### config.mk
export PLATFORM = sky130hd
export DESIGN_NAME = irq_prio_ctrl
export DESIGN_NICKNAME = d
export VERILOG_FILES = /design/src/rtl/irqc_pkg.sv /design/src/rtl/irqc_edge.sv /design/src/rtl/irqc_regs.sv /design/src/rtl/irqc_arb.sv /design/src/rtl/irq_prio_ctrl.sv
export SDC_FILE = /design/constraint.sdc
export NUM_CORES = 1
export LEC_CHECK = 0
export ABC_AREA = 1
export BUFFER_PORTS_ARGS = -buffer_cell sky130_fd_sc_hd__buf_4
export CAP_MARGIN = 5
export CORE_MARGIN = 10
export CORE_UTILIZATION = 60
export CTS_CLUSTER_DIAMETER = 40
export DETAILED_ROUTE_END_ITERATION = 8
export HOLD_SLACK_MARGIN = 0.03
export PLACE_DENSITY = 0.8
export SLEW_MARGIN = 20
export SYNTH_ARGS = -nofsm -noshare
export SYNTH_HDL_FRONTEND = slang
export SYNTH_HIERARCHICAL = 1
export SYNTH_SLANG_ARGS = --single-unit
### constraint.sdc
create_clock -name clk -period 3.2 [get_ports clk]
set_input_delay 0.64 -clock clk [delete_from_list [all_inputs] [get_ports clk]]
set_output_delay 0.64 -clock clk [all_outputs]
set_load 0.01 [all_outputs]
### src/rtl/irqc_pkg.sv
package irqc_pkg;

    localparam int LVL_W         = 3;
    localparam int CODE_W        = 6;
    localparam int CODE_BASE     = 16;
    localparam int CODE_SPECIAL  = 32;
    localparam int CODE_CLEAR    = 0;
    localparam int WORD_PEND     = 0;
    localparam int WORD_MASK     = 1;
    localparam int WORD_LVL_BASE = 4;

    typedef enum logic [1:0] {
        WIN_NONE,
        WIN_SPECIAL,
        WIN_SOURCE,
        WIN_CLEAR
    } win_kind_t;

    typedef struct packed {
        logic              valid;
        logic [CODE_W-1:0] code;
    } irq_evt_t;

    function automatic logic lvl_passes(input logic [LVL_W-1:0] lvl,
                                        input logic [31:0]      thr);
        return {{(32-LVL_W){1'b0}}, lvl} > thr;
    endfunction

endpackage

### src/rtl/irqc_edge.sv
module irqc_edge #(
    parameter int W = 17
) (
    input  logic         clk,
    input  logic         rst,
    input  logic [W-1:0] din,
    output logic [W-1:0] rise,
    output logic [W-1:0] fall
);
    logic [W-1:0] prev_q;

    always_ff @(posedge clk) begin
        if (rst) prev_q <= '0;
        else     prev_q <= din;
    end

    assign rise = din & ~prev_q;
    assign fall = ~din & prev_q;
endmodule

### src/rtl/irqc_regs.sv
module irqc_regs
    import irqc_pkg::*;
#(
    parameter int NSRC = 16,
    parameter int DW   = 32,
    parameter int AW   = 5
) (
    input  logic                  clk,
    input  logic                  rst,
    input  logic                  wr_en,
    input  logic [DW/8-1:0]       wr_be,
    input  logic [AW-1:0]         addr,
    input  logic [DW-1:0]         wdata,
    output logic [DW-1:0]         rdata,
    input  logic [NSRC-1:0]       evt_clr,
    output logic [DW-1:0]         pend_o,
    output logic [DW-1:0]         thr_o,
    output logic [NSRC*LVL_W-1:0] lvl_o
);
    localparam int NB  = DW / 8;
    localparam int NLW = NSRC / NB;
    localparam int WIW = AW - 2;
    localparam logic [DW-1:0] PEND_INIT = DW'({NSRC{1'b1}});

    logic [DW-1:0]  pend_q;
    logic [DW-1:0]  thr_q;
    logic [DW-1:0]  lvl_q [NLW];
    logic [WIW-1:0] widx;

    assign widx = addr[AW-1:2];

    function automatic logic [DW-1:0] lane_merge(input logic [DW-1:0] old_v,
                                                 input logic [DW-1:0] new_v,
                                                 input logic [NB-1:0] be);
        logic [DW-1:0] r;
        r = old_v;
        for (int b = 0; b < NB; b++)
            if (be[b]) r[b*8 +: 8] = new_v[b*8 +: 8];
        return r;
    endfunction

    logic hit_pend, hit_thr;
    assign hit_pend = wr_en && (int'(widx) == WORD_PEND);
    assign hit_thr  = wr_en && (int'(widx) == WORD_MASK);

    always_ff @(posedge clk) begin
        if (rst) begin
            pend_q <= PEND_INIT;
            thr_q  <= '0;
        end else begin
            pend_q <= (hit_pend ? lane_merge(pend_q, wdata, wr_be) : pend_q)
                      & ~DW'(evt_clr);
            if (hit_thr) thr_q <= lane_merge(thr_q, wdata, wr_be);
        end
    end

    for (genvar w = 0; w < NLW; w++) begin : g_lvl_word
        always_ff @(posedge clk) begin
            if (rst)
                lvl_q[w] <= '0;
            else if (wr_en && (int'(widx) == WORD_LVL_BASE + w))
                lvl_q[w] <= lane_merge(lvl_q[w], wdata, wr_be);
        end
    end

    for (genvar s = 0; s < NSRC; s++) begin : g_lvl_field
        assign lvl_o[s*LVL_W +: LVL_W] = lvl_q[s/NB][(s%NB)*8 +: LVL_W];
    end

    always_comb begin
        rdata = '0;
        if (int'(widx) == WORD_PEND)      rdata = pend_q;
        else if (int'(widx) == WORD_MASK) rdata = thr_q;
        else begin
            for (int w = 0; w < NLW; w++)
                if (int'(widx) == WORD_LVL_BASE + w) rdata = lvl_q[w];
        end
    end

    assign pend_o = pend_q;
    assign thr_o  = thr_q;
endmodule

### src/rtl/irqc_arb.sv
module irqc_arb
    import irqc_pkg::*;
#(
    parameter int NSRC = 16
) (
    input  logic                  clk,
    input  logic                  rst,
    input  logic [NSRC-1:0]       src_rise,
    input  logic [NSRC-1:0]       src_fall,
    input  logic                  sp_rise,
    input  logic                  sp_fall,
    input  logic [NSRC*LVL_W-1:0] lvl,
    input  logic [31:0]           thr,
    output irq_evt_t              evt_o
);
    localparam int IW = $clog2(NSRC);

    logic [NSRC-1:0] fwd;
    win_kind_t       kind;
    logic [IW-1:0]   win_idx;
    logic            found;
    irq_evt_t        evt_d, evt_q;

    for (genvar s = 0; s < NSRC; s++) begin : g_fwd
        assign fwd[s] = src_rise[s] && lvl_passes(lvl[s*LVL_W +: LVL_W], thr);
    end

    always_comb begin
        found   = 1'b0;
        win_idx = '0;
        for (int s = 0; s < NSRC; s++) begin
            if (!found && fwd[s]) begin
                found   = 1'b1;
                win_idx = IW'(s);
            end
        end
        if (sp_rise)                      kind = WIN_SPECIAL;
        else if (found)                   kind = WIN_SOURCE;
        else if ((|src_fall) || sp_fall)  kind = WIN_CLEAR;
        else                              kind = WIN_NONE;
    end

    always_comb begin
        evt_d = '0;
        unique case (kind)
            WIN_SPECIAL: evt_d = '{valid: 1'b1, code: CODE_W'(CODE_SPECIAL)};
            WIN_SOURCE:  evt_d = '{valid: 1'b1,
                                   code: CODE_W'(CODE_BASE) + CODE_W'(win_idx)};
            WIN_CLEAR:   evt_d = '{valid: 1'b1, code: CODE_W'(CODE_CLEAR)};
            default:     evt_d = '0;
        endcase
    end

    always_ff @(posedge clk) begin
        if (rst) evt_q <= '0;
        else     evt_q <= evt_d;
    end

    assign evt_o = evt_q;
endmodule

### src/rtl/irq_prio_ctrl.sv
module irq_prio_ctrl
    import irqc_pkg::*;
#(
    parameter int NSRC = 16,
    parameter int DW   = 32,
    parameter int AW   = 5
) (
    input  logic               clk,
    input  logic               rst,
    input  logic [NSRC-1:0]    src_in,
    input  logic               nmi_in,
    input  logic [AW-1:0]      bus_addr,
    input  logic               bus_we,
    input  logic [DW/8-1:0]    bus_be,
    input  logic [DW-1:0]      bus_wdata,
    output logic [DW-1:0]      bus_rdata,
    output logic [CODE_W-1:0]  irq_code,
    output logic               irq_valid
);
    localparam int NIN = NSRC + 1;

    logic [NIN-1:0]         rise_w, fall_w;
    logic [DW-1:0]          pend_w, thr_w;
    logic [NSRC*LVL_W-1:0]  lvl_w;
    irq_evt_t               evt_w;

    irqc_edge #(.W(NIN)) u_edge (
        .clk  (clk),
        .rst  (rst),
        .din  ({nmi_in, src_in}),
        .rise (rise_w),
        .fall (fall_w)
    );

    irqc_regs #(.NSRC(NSRC), .DW(DW), .AW(AW)) u_regs (
        .clk     (clk),
        .rst     (rst),
        .wr_en   (bus_we),
        .wr_be   (bus_be),
        .addr    (bus_addr),
        .wdata   (bus_wdata),
        .rdata   (bus_rdata),
        .evt_clr (rise_w[NSRC-1:0]),
        .pend_o  (pend_w),
        .thr_o   (thr_w),
        .lvl_o   (lvl_w)
    );

    irqc_arb #(.NSRC(NSRC)) u_arb (
        .clk      (clk),
        .rst      (rst),
        .src_rise (rise_w[NSRC-1:0]),
        .src_fall (fall_w[NSRC-1:0]),
        .sp_rise  (rise_w[NSRC]),
        .sp_fall  (fall_w[NSRC]),
        .lvl      (lvl_w),
        .thr      (thr_w[31:0]),
        .evt_o    (evt_w)
    );

    assign irq_valid = evt_w.valid;
    assign irq_code  = evt_w.code;
endmodule

# Word-level counts from Yosys, hierarchy flattened
# Memory sizes are Yosys's and may differ from the RTL's.
# Index checks and enable logic that the tools add are counted.
# Widths: inputs -> output; s select.
# classes
muxes,116
reduce_logical,59
n_lt_le_gt_ge,16
n_eq_ne,8
bitwise,10
addsub,1
# ops
cell,n
$gt 3x32->1,16
$mux 8,56
$mux 32,11
$logic_and 1x1->1,37
$and 17x17->17,2
$not 17->17,2
$and 32x32->32,1
$mux 4,8
$not 16->32,1
$mux 1,31
$pmux 7 s3,1
$reduce_or 16->1,1
$logic_not 1->1,15
$mux 3,4
$mux 2,5
$reduce_and 2->1,4
$add 5x4->6 const A,1
$eq 3x2->1 const B,2
$eq 3x3->1 const B,2
$eq 2x2->1 const B,2
$or 1x1->1,4
$eq 3x1->1 const B,1
$logic_not 3->1,1
$eq 2x1->1 const B,1
$logic_or 1x1->1,1
# word_totals
memories,1
elab_cells,219
mem_bits_rw,128
output_inout_bits,39
ff_bits,88
# memory_table
memory,words,width,rd,rd_clocked_by_memory_dff,write_ports,line_no,source
u_regs.lvl_q,4,32,4,0,4,irqc_regs.sv:27,logic [DW-1:0] lvl_q [NLW];

# Depth between registers and ports, before layout
# Gate-level depths: netlist of run 1.
# depth
ltp_word,53
depth_mapped,23

# Cells and area by module
# The synthesis of run 1 kept the hierarchy.
# by_module_without_submodules
mod,cells_per_inst,n_inst,area_per_inst_um2,seq_area_each_um2
irqc_regs,1167,1,9520.4,5124.9
irqc_arb,305,1,1973.1,140.1
irqc_edge,104,1,685.7,340.3

# Worst setup path after synthesis of run 1
# OpenSTA, ideal clock, no wires.
# synth_path
path_kind,reg-to-reg
start,register u_regs.thr_q[2] (netlist: u_regs/thr_o[2])
end,"register u_arb.evt_q, in the netlist u_arb/evt_o[6]"
arrival_ps,2290
setup_slack_ps,798
period_less_slack_ps,2402
path_buffers,0
stages_incl_launch_ff,16
path_cell_list,dfxtp_1 -> inv_1 -> ha_1 -> a21o_1 -> nor2_2 -> nor2_1 -> o21ai_4 -> nand3_2 -> nor2_4 -> nand4_4 -> nor2_2 -> nand4_2 -> nor2_4 -> nand3_4 -> o21bai_2 -> inv_1
# synth_via
elab_chain_len,52
elab_cells_between_ends,84
classes_between,order compare: 16; eq/ne: 3; mux: 19; reduce/logical: 46
# synth_lines
element,line_no,source
start: declaration,irqc_regs.sv:26,logic [DW-1:0] thr_q;
start signal: assignment,irqc_regs.sv:53,"if (hit_thr) thr_q <= lane_merge(thr_q, wdata, wr_be);"
$gt 3x32->1,irqc_pkg.sv:26,"return {{(32-LVL_W){1'b0}}, lvl} > thr;"
$logic_and 1x1->1,irqc_arb.sv:25,"assign fwd[s] = src_rise[s] && lvl_passes(lvl[s*LVL_W +: LVL_W], thr);"
$mux 1,irqc_arb.sv:32,if (!found && fwd[s]) begin
$logic_not 1->1,irqc_arb.sv:32,
$logic_and 1x1->1,irqc_arb.sv:32,
$mux 1,irqc_arb.sv:32,
$logic_not 1->1,irqc_arb.sv:32,
$logic_and 1x1->1,irqc_arb.sv:32,
[... 36 more ...],-,
$mux 1,irqc_arb.sv:32,
$logic_not 1->1,irqc_arb.sv:32,
$logic_and 1x1->1,irqc_arb.sv:32,
$mux 1 *,irqc_arb.sv:32,
$mux 2 *,irqc_arb.sv:38,else if (found) kind = WIN_SOURCE;
$mux 2 *,irqc_arb.sv:37,if (sp_rise) kind = WIN_SPECIAL;
$eq 2x2->1 / $eq 2x1->1 (equally long branches),irqc_arb.sv:45,unique case (kind)
$pmux 7 s3 *,irqc_arb.sv:45,
end signal: assignment,irqc_arb.sv:56,else evt_q <= evt_d;
end: declaration,irqc_arb.sv:22,"irq_evt_t evt_d, evt_q;"
# Mark *: on every way between the ends. The rest lies on a longest branch, timed or not.
# A chain may end at the register's enable or synchronous reset.

# Final worst setup path of run 1
# layout_path
start,input bus_addr[2]
end,output bus_rdata[24]
# layout_via
elab_chain_len,7
elab_cells_between_ends,12
classes_between,eq/ne: 5; mux: 6; reduce/logical: 1
# layout_lines
element,line_no,source
start: declaration,irq_prio_ctrl.sv:12,"input logic [AW-1:0] bus_addr,"
$eq 3x3->1,irqc_regs.sv:76,if (int'(widx) == WORD_LVL_BASE + w) rdata = lvl_q[w];
$mux 32 (4 in a row),irqc_regs.sv:76,
$mux 32,irqc_regs.sv:73,else if (int'(widx) == WORD_MASK) rdata = thr_q;
$mux 32 *,irqc_regs.sv:72,if (int'(widx) == WORD_PEND) rdata = pend_q;
end: declaration,irq_prio_ctrl.sv:16,"output logic [DW-1:0] bus_rdata,"
# Marked as above.

==> metrics, run 1 <==
final wirelength 34100 um; max-cap violations 0; worst-case headroom to the max-slew limit 54.8%; worst supply voltage drop on vdd 0.440 mV; Worst Clk Skew 0.0163 ns; async set-reset flop share out of synthesis 0%; detail-routed via count per cell 5.49; final standard cell count with taps included and fillers excluded 1937; clock insertion delay at the later pin of the skew report 0.54 ns; total inserted antenna cells 0; family of cells with the greatest summed delay on the critical path buffers and inverters; number of enable-type register cells in the synthesized netlist 128; Std-Cell Rows 52; number of nets in the layout 1753; post-route ant nets 0; post-CTS setup-driven buffer insertion count 0; synthesized area per cell 7.73 sq um; count of cell types in the netlist 46; layout cell share with drive strength beyond 1 15.2%; floorplan die width 162 um; leading cell types in the layout, fill and taps excluded nand2_1 (355), nor2_1 (337), inv_1 (209); sequential-to-total area share from yosys stat 46.0%; number of I/O pins 100; commonest register cell after synthesis edfxtp_1; die area 26400 sq um; Pwr per Cell Area 525 nW/um^2; clock root buffer master clkbuf_16; Fmax achieved 0.344 GHz; maximum fanout encountered on the critical timing path 34; cell seen most often among critical-path stages buf_4; type of the worst setup path in2out; Layout area overhead 14.1%; TritonCTS buffer count 29; HPWL after detailed placement 23900 um; total buffers and inverters traversed by the critical path 4; clock tree from TritonCTS yes; critical path startpoint category primary input; Resized cells post-CTS 0; Synth Instances 1576; worst-path cell chain buf_4, inv_2, nor3_4, buf_4, nand2_1, nand4_1, buf_4; total of fill cells in the finished design 1557; clock slew seen by the registers of the worst setup and hold paths 0.06 ns; number of global-route vias before repair 10227; total power draw 0.00730 W; DR pass1 iterations 5; first-iteration detailed-routing DRC count 1072; Vias 10642; Cell Area, Synth 12200 sq um; final global-route overflow total 0; post-route DRC violation count 0; combined global-route utilization of all metal layers 25.0%; final routed wire length divided by cell count 17.6 um; reg-to-reg setup timing slack 0.39 ns; slew at the pin with the worst max-slew slack 0.678 ns; initial antenna violation count 0; final setup vio count 0; nets in the synthesized netlist 1685; synthesized flop and latch total 216; most common cell after layout, fill and taps aside nand2_1; number of H-tree branching levels 1; Sum Neg Setup Slack 0 ns; Leakage 6.67 nW; outcome finished, final reports clean; last weighted congestion value of the routability-driven placer 0.883; CTS sink count 216; Placeable Area 20100 sq um; port buffer count 97; Final period util 90.8%; class of the worst hold path in2reg; maximum number of pins on one net before global-route repair 45; crit path time final 2.90 ns; max-slew violation total from the final report 0; die height 162 um; Crit path largest cell delay 0.41 ns; initial core utilization 60.6%; cell total after placement 1883; signal arrival time at the worst endpoint 2.26 ns; setup repair after global routing missed its margin false; critical path endpoint category output pin; Ys Warns 6; CTS Hold Bufs 0; Required @ worst endpoint 2.56 ns; wire length of the first global-routing pass 53300 um; Longest Clk Path Bufs 3; final hold violation count 0; CP max-delay cell buf_4
cell families after synthesis:
| family | share of synthesized area, % |
|---|---|
| AO/OA/AOI/OAI | 4.00 |
| adder cells (fa/ha/maj) | 4.93 |
| buffers and inverters | 12.7 |
| flip-flops | 46.0 |
| AND/OR/NAND/NOR | 32.4 |
cell type report:
cell class	instances	area [sq um]	share of cell area, %
Clock inverter	15	135	0.972
Inverter	221	832	5.99
Clock buffer	39	793	5.71
Timing Repair Buffer	153	1160	8.35
Sequential cell	216	5610	40.3
Tap cell	270	338	2.43
Multi-Input combinational cell	1023	5030	36.2
layer usage:
layer,share of wire [%],global-route usage (%),vias to the layer above
met4,3.3,10.1,0
met3,10,4.55,91
met2,47,41.1,569
met5,0,0,-
met1,39,32.1,4873
li1,-,-,5109
cell usage after synthesis, types with 5 or more instances:
master,n,share of area [%]
o21ai_0,43,1.8
dfxtp_1,88,14
nand4_4,5,0.87
ha_1,48,4.9
inv_1,209,6.4
inv_2,11,0.34
clkbuf_1,18,0.55
buf_4,54,3.3
buf_2,28,1.2
nand3_1,77,3.2
a21oi_1,30,1.2
nor2_4,5,0.46
buf_1,11,0.34
nor2_1,337,10
nand4_1,72,3.7
nand2_1,355,11
nor2_2,13,0.67
edfxtp_1,128,32
through the flow:
step / hold WS [ns] / setup WS, ns / utilization, % / cell area, sq um
finish: 0.319 / 0.296 / 69.1 / 13900
floorplan: 0.445 / 0.798 / - / 12200
global route: 0.319 / 0.185 / 69.1 / 13900
global placement: 0.452 / 0.358 / 64.5 / 13000
detailed placement: 0.459 / 0.293 / 64.5 / 13000
CTS: 0.303 / 0.350 / 69.1 / 13900
sequential cells by signal, summed over array words and instances, names as in the netlist:
signal         cells
u_arb/evt_o        7
u_edge/prev_q     17
u_regs/lvl_q     128
u_regs/pend_o     32
u_regs/thr_o      32
worst reg2reg max path, cell delays in order, from the launching register on:
cell and delay [ns]:
dfxtp_1 0.33, inv_1 0.42, ha_1 0.36, nand2_1 0.07, nor2_1 0.06, nor2_2 0.13
nor2_1 0.10, o21ai_4 0.17, nand3_2 0.12, nor2_4 0.14, nand4_4 0.10, nor2_2 0.15
nand4_2 0.12, nor2_4 0.16, nand3_4 0.11, nand2_4 0.10, a21oi_1 0.05
path summary, 6_finish.rpt:
path	start	to	cells past startpoint
max reg2reg	u_regs/thr_o[1]	u_arb/evt_o[3]	16
max	bus_addr[2]	bus_rdata[24]	7
min reg2reg	u_regs/pend_o[18]	u_regs/pend_o[18]	2
min	src_in[5]	u_edge/prev_q[5]	3
power by group:
| group | total, W | leakage (nW) | internal [W] | switching (W) |
|---|---|---|---|---|
| registers | 0.00317 | 1.94 | 0.00310 | 0.0000757 |
| logic | 0.00107 | 4.29 | 0.000382 | 0.000686 |
| clock network | 0.00306 | 0.442 | 0.00183 | 0.00122 |
(Power assumes the default switching activity.)
==> inputs of run 2 (changes only) <==
--- a/config.mk
+++ b/config.mk
@@ -10,6 +10,7 @@
 export CAP_MARGIN = 5
 export CORE_MARGIN = 10
 export CORE_UTILIZATION = 60
+export CTS_BUF_LIST = sky130_fd_sc_hd__clkbuf_4
 export CTS_CLUSTER_DIAMETER = 40
 export DETAILED_ROUTE_END_ITERATION = 8
 export HOLD_SLACK_MARGIN = 0.03
==> run 2 against run 1 <==
Compared with the run above:
- sequential cell count stayed put
- critical path depth stayed put
- clock skew is 0.029 ns higher
- register-to-register slack hardly changed
- utilization is 0.68 points lower
- first-iteration DRC count is 3.4% higher
- non-clock buffer count stayed put
- sequential power hardly changed
- largest power group unchanged
- largest cell class unchanged
- setup slack better by 0.0026 ns
==> metrics, run 2 (same netlist as run 1, synthesis figures left out) <==
CTS Hold Bufs 0; clock slew seen by the registers of the worst setup and hold paths 0.07 ns; slew at the pin with the worst max-slew slack 0.637 ns; initial antenna violation count 1; Pwr per Cell Area 491 nW/um^2; CP Depth 7; die area 26400 sq um; timing startpoint of the critical path bus_addr[2]; outcome finished, final reports clean; HPWL after detailed placement 23900 um; tightest hold margin 0.171 ns; clock insertion delay at the later pin of the skew report 0.70 ns; class of the worst hold path in2reg; clock root buffer master clkbuf_4; crit path to bus_rdata[24]; floorplan die width 162 um; CP max-delay cell buf_4; Longest Clk Path Bufs 3; last weighted congestion value of the routability-driven placer 0.883; critical path endpoint category output pin; setup repair after global routing missed its margin false; Vias 10806; number of flip-flops in the largest register 128; register containing the most flip-flops in the final layout u_regs/lvl_q; post-CTS setup-driven buffer insertion count 0; layout cell share with drive strength beyond 1 18.1%; Sum Neg Setup Slack 0 ns; DR pass1 iterations 5; Required @ worst endpoint 2.56 ns; final wirelength 33900 um; Int Power 0.00486 W; number of H-tree branching levels 2; CTS sink count 216; crit path time final 2.90 ns; Final period util 90.7%; part of the power in registers 46.9%; maximum fanout encountered on the critical timing path 34; port buffer count 97; number of nets in the layout 1782; Layout area overhead 13.0%; Worst Clk Skew 0.0452 ns; signal arrival time at the worst endpoint 2.26 ns; clock tree from TritonCTS yes; reg-to-reg setup timing slack 0.39 ns; Crit path largest cell delay 0.42 ns; power share of the combinational group 15.7%; post-route ant nets 0; worst-path cell chain buf_4, inv_2, nor3_4, buf_4, nand2_1, nand4_1, buf_4; worst-case headroom to the max-slew limit 57.5%; number of global-route vias before repair 10494; critical path startpoint category primary input; die height 162 um; net switching fraction of the power 28.0%; R2R Path End u_arb/evt_o[3]; family of cells with the greatest summed delay on the critical path buffers and inverters; initial core utilization 60.6%; worst supply voltage drop on vdd 0.383 mV; post-route DRC violation count 0; maximum number of pins on one net before global-route repair 45; cell seen most often among critical-path stages buf_4; final routed wire length divided by cell count 17.0 um; first-iteration detailed-routing DRC count 1108; final setup vio count 0; wire length of the first global-routing pass 53600 um; TritonCTS buffer count 58; Placeable Area 20100 sq um; combined global-route utilization of all metal layers 25.2%; depth of the worst register-to-register path 18; Clk network pwr share 37.3%; RR Startpoint u_regs/thr_o[1]; final global-route overflow total 0; leading cell types in the layout, fill and taps excluded nand2_1 (355), nor2_1 (337), inv_1 (209); switching component of the power 0.00189 W; Resized cells post-CTS 0; final hold violation count 0; number of I/O pins 100; most common cell after layout, fill and taps aside nand2_1; max-cap violations 0; detail-routed via count per cell 5.42; Std-Cell Rows 52; Leakage 6.71 nW; type of the worst setup path in2out; total buffers and inverters traversed by the critical path 4; max-slew violation total from the final report 0; Fmax achieved 0.345 GHz
## run 2: cell types whose count changed in the layout (fill, tap and decap cells not counted), sizes merged
cell / change
clkbuf: +60
clkinvlp: -4
diode: +1
bufinv: -1
inv: -3
clkinv: +3
## run 2: how the worst min path moves through the flow
stage                      startpoint           endpoint  slack (ns)  cells after the start
floorplan           u_regs/pend_o[16]  u_regs/pend_o[16]        0.45                      2
global placement    u_regs/pend_o[30]  u_regs/pend_o[30]        0.45                      2
detailed placement  u_regs/pend_o[27]  u_regs/pend_o[27]        0.46                      2
CTS                         src_in[5]   u_edge/prev_q[5]        0.14                      3
global route                src_in[5]   u_edge/prev_q[5]        0.13                      3
finish                      src_in[5]   u_edge/prev_q[5]        0.17                      3
## run 2: metal layers
layer,up-vias,part of all wire (%),track usage (%),wire (um)
li1,5194,-,-,-
met1,5009,39,31.6,13300
met2,517,47,41.3,16000
met3,86,11,5.79,3590
met4,0,2.9,10.2,996
met5,-,0,0,0
## run 2: area by class of cell
type                       count  area [sq um]
fill                        1629          6340
sequential                   216          5610
multi-input combinational   1023          5030
timing repair buffer         153          1160
inverter                     221           832
clock buffer                  99           743
tap                          270           338
clock inverter                10          45.0
antenna                        1          2.50
## run 2: worst reg2reg max path: cells and delay by family (launching register included)
family	cells	cell delay, ns
fa+ha+maj	1	0.36
simple gates	15	1.50
flops	1	0.33
buf+inv	1	0.42
compound gates	1	0.05
## run 2: stage by stage
stage                     area, sq um  power [W]  std cells  setup slack, ns  utilization, %
final                           13800    0.00675       1993            0.298            68.4
after global routing            13800    0.00708       1993            0.148            68.4
after CTS                       13800    0.00678       1992            0.348            68.4
after detailed placement        13000    0.00427       1883            0.293            64.5
after global placement          13000    0.00423       1883            0.358            64.5
after floorplan                 12200    0.00391       1576            0.798               -
## run 2: power groups by stage
stage                     clock network, W  logic, W  registers (W)
after floorplan                          0  0.000705        0.00321
after global placement                   0   0.00101        0.00322
after detailed placement                 0   0.00105        0.00323
after global routing               0.00273   0.00117        0.00318
final                              0.00252   0.00106        0.00317
after CTS                          0.00256   0.00105        0.00317
==> inputs of run 3 (changes only) <==
--- a/config.mk
+++ b/config.mk
@@ -8,13 +8,15 @@
 export ABC_AREA = 1
 export BUFFER_PORTS_ARGS = -buffer_cell sky130_fd_sc_hd__buf_4
 export CAP_MARGIN = 5
+export CELL_PAD_IN_SITES_DETAIL_PLACEMENT = 1
+export CELL_PAD_IN_SITES_GLOBAL_PLACEMENT = 1
 export CORE_MARGIN = 10
-export CORE_UTILIZATION = 60
+export CORE_UTILIZATION = 46
 export CTS_BUF_LIST = sky130_fd_sc_hd__clkbuf_4
 export CTS_CLUSTER_DIAMETER = 40
 export DETAILED_ROUTE_END_ITERATION = 8
 export HOLD_SLACK_MARGIN = 0.03
-export PLACE_DENSITY = 0.8
+export PLACE_DENSITY_LB_ADDON = 0.1
 export SLEW_MARGIN = 20
 export SYNTH_ARGS = -nofsm -noshare
 export SYNTH_HDL_FRONTEND = slang
==> run 3 against run 2 <==
Compared with the run above:
- combinational power about the same
- clock skew grew 0.024 ns
- utilization down 15 points
- setup slack got worse by 0.011 ns
- largest cell class unchanged
- critical endpoint is now u_arb/evt_o[3]
- sequential power barely moved
- final cell count increased by 3.5%
- count of clock-buffer cells in the layout up 2
- non-clock buffer count down 2
- wire length rose by 13%
- largest power group unchanged
- sequential cell count stayed put
- register-to-register slack lost 0.10 ns
- worst hold slack better by 0.0015 ns
==> metrics, run 3 (same netlist as run 1, synthesis figures left out) <==
Placeable Area 26100 sq um; number of flip-flops in the largest register 128; number of global-route vias before repair 11321; first-iteration detailed-routing DRC count 518; cell seen most often among critical-path stages nand2_1; family of cells with the greatest summed delay on the critical path simple AND/OR/NAND/NOR gates; Leakage 6.77 nW; clock tree from TritonCTS yes; setup repair after global routing missed its margin false; worst-path cell chain inv_1, ha_1, nand2_1, nand2_1, nand2_1, nand2_1, nand3_1, nand2_1, nand2_1, nand3_2, nor2_4, nand4_4, nor2_2, nand4_2, nor2_4, nand3_4, nand2_4, a21oi_1; clock root buffer master clkbuf_4; Vias 10784; Hold Crit Start bus_wdata[22]; CTS Hold Bufs 0; worst slack, placed 0.364 ns; final routed wire length divided by cell count 18.7 um; maximum fanout encountered on the critical timing path 13; CTS sink count 216; clock slew seen by the registers of the worst setup and hold paths 0.07 ns; final wirelength 38500 um; number of nets in the layout 1788; detail-routed via count per cell 5.23; Fmax achieved 0.343 GHz; critical path endpoint category flop; Crit path largest cell delay 0.47 ns; maximum number of pins on one net before global-route repair 48; DR pass1 iterations 5; final cell area excluding filler cells 14000 sq um; Std-Cell Rows 59; initial antenna violation count 1; critical path startpoint category flop; HPWL after detailed placement 27800 um; number of H-tree branching levels 3; port buffer count 97; post-route ant nets 0; clock insertion delay at the later pin of the skew report 0.71 ns; final setup vio count 0; CP max-delay cell inv_1; layout cell share with drive strength beyond 1 18.3%; register containing the most flip-flops in the final layout u_regs/lvl_q; Longest Clk Path Bufs 3; total of fill cells in the finished design 3302; worst-case headroom to the max-slew limit 55.1%; number of I/O pins 100; last weighted congestion value of the routability-driven placer 0.846; type of the worst setup path reg2reg; most common cell after layout, fill and taps aside nand2_1; crit path time final 2.91 ns; Sum Neg Setup Slack 0 ns; reg-to-reg setup timing slack 0.29 ns; Required @ worst endpoint 3.72 ns; outcome finished, final reports clean; slew at the pin with the worst max-slew slack 0.673 ns; max-slew violation total from the final report 0; floorplan die width 183 um; Final period util 91.0%; tightest hold margin 0.173 ns; Worst Clk Skew 0.0689 ns; post-route DRC violation count 0; final global-route overflow total 0; Post-Place Cell Area 13100 sq um; total buffers and inverters traversed by the critical path 1; max-cap violations 0; die area 33400 sq um; post-CTS setup-driven buffer insertion count 0; class of the worst hold path in2reg; Pwr per Cell Area 514 nW/um^2; initial core utilization 46.7%; TritonCTS buffer count 66; combined global-route utilization of all metal layers 23.0%; leading cell types in the layout, fill and taps excluded nand2_1 (355), nor2_1 (337), inv_1 (209); timing startpoint of the critical path u_regs/thr_o[1]; worst supply voltage drop on vdd 0.246 mV; Layout area overhead 15.0%; wire length of the first global-routing pass 60800 um; signal arrival time at the worst endpoint 3.43 ns; die height 183 um; RR Startpoint u_regs/thr_o[1]; post-route worst setup slack 0.287 ns; Resized cells post-CTS 0; final hold violation count 0
==> run 3: routing by layer <==
metal | track usage (%) | share of wire (%) | up-vias
met1 | 27.7 | 43 | 5245
met5 | 0 | 0 | -
met3 | 4.04 | 5.2 | 68
li1 | - | - | 5201
met4 | 8.82 | 2.7 | 0
met2 | 40.0 | 50 | 270
==> run 3: where the power goes <==
part,switching [W],internal [W],total (W)
Combinational,0.000699,0.000387,0.00109
Clock,0.00126,0.00168,0.00294
Sequential,0.0000788,0.00309,0.00317
==> run 3: final timing paths <==
check	depth (start not counted)	to
hold / removal	3	u_regs/thr_o[22]
setup / recovery	18	u_arb/evt_o[3]
setup reg to reg	18	u_arb/evt_o[3]
hold reg to reg	2	u_regs/pend_o[30]
==> run 3: cell type report <==
class,count,area (sq um),area share (%)
clock inverters,15,151,1.08
flip-flops and latches,216,5610,40.0
multi-input cells,1023,5030,35.9
well taps,335,419,2.99
clock buffers,101,758,5.41
diodes,1,2.50,0.0179
repair buffers,151,1210,8.63
inverters,221,832,5.94
==> run 3: tightest hold or removal path, cell delays in order <==
cell	delay [ns]
buf_4	0.09
nor2_1	0.04
nor2_1	0.08
==> run 3: stage by stage <==
stage                     power (W)  cells  utilization (%)
after floorplan             0.00391   1576                -
after global placement      0.00427   1946             50.3
after detailed placement    0.00432   1946             50.3
after CTS                   0.00729   2062             53.8
after global routing        0.00757   2063             53.8
final                       0.00720   2063             53.8
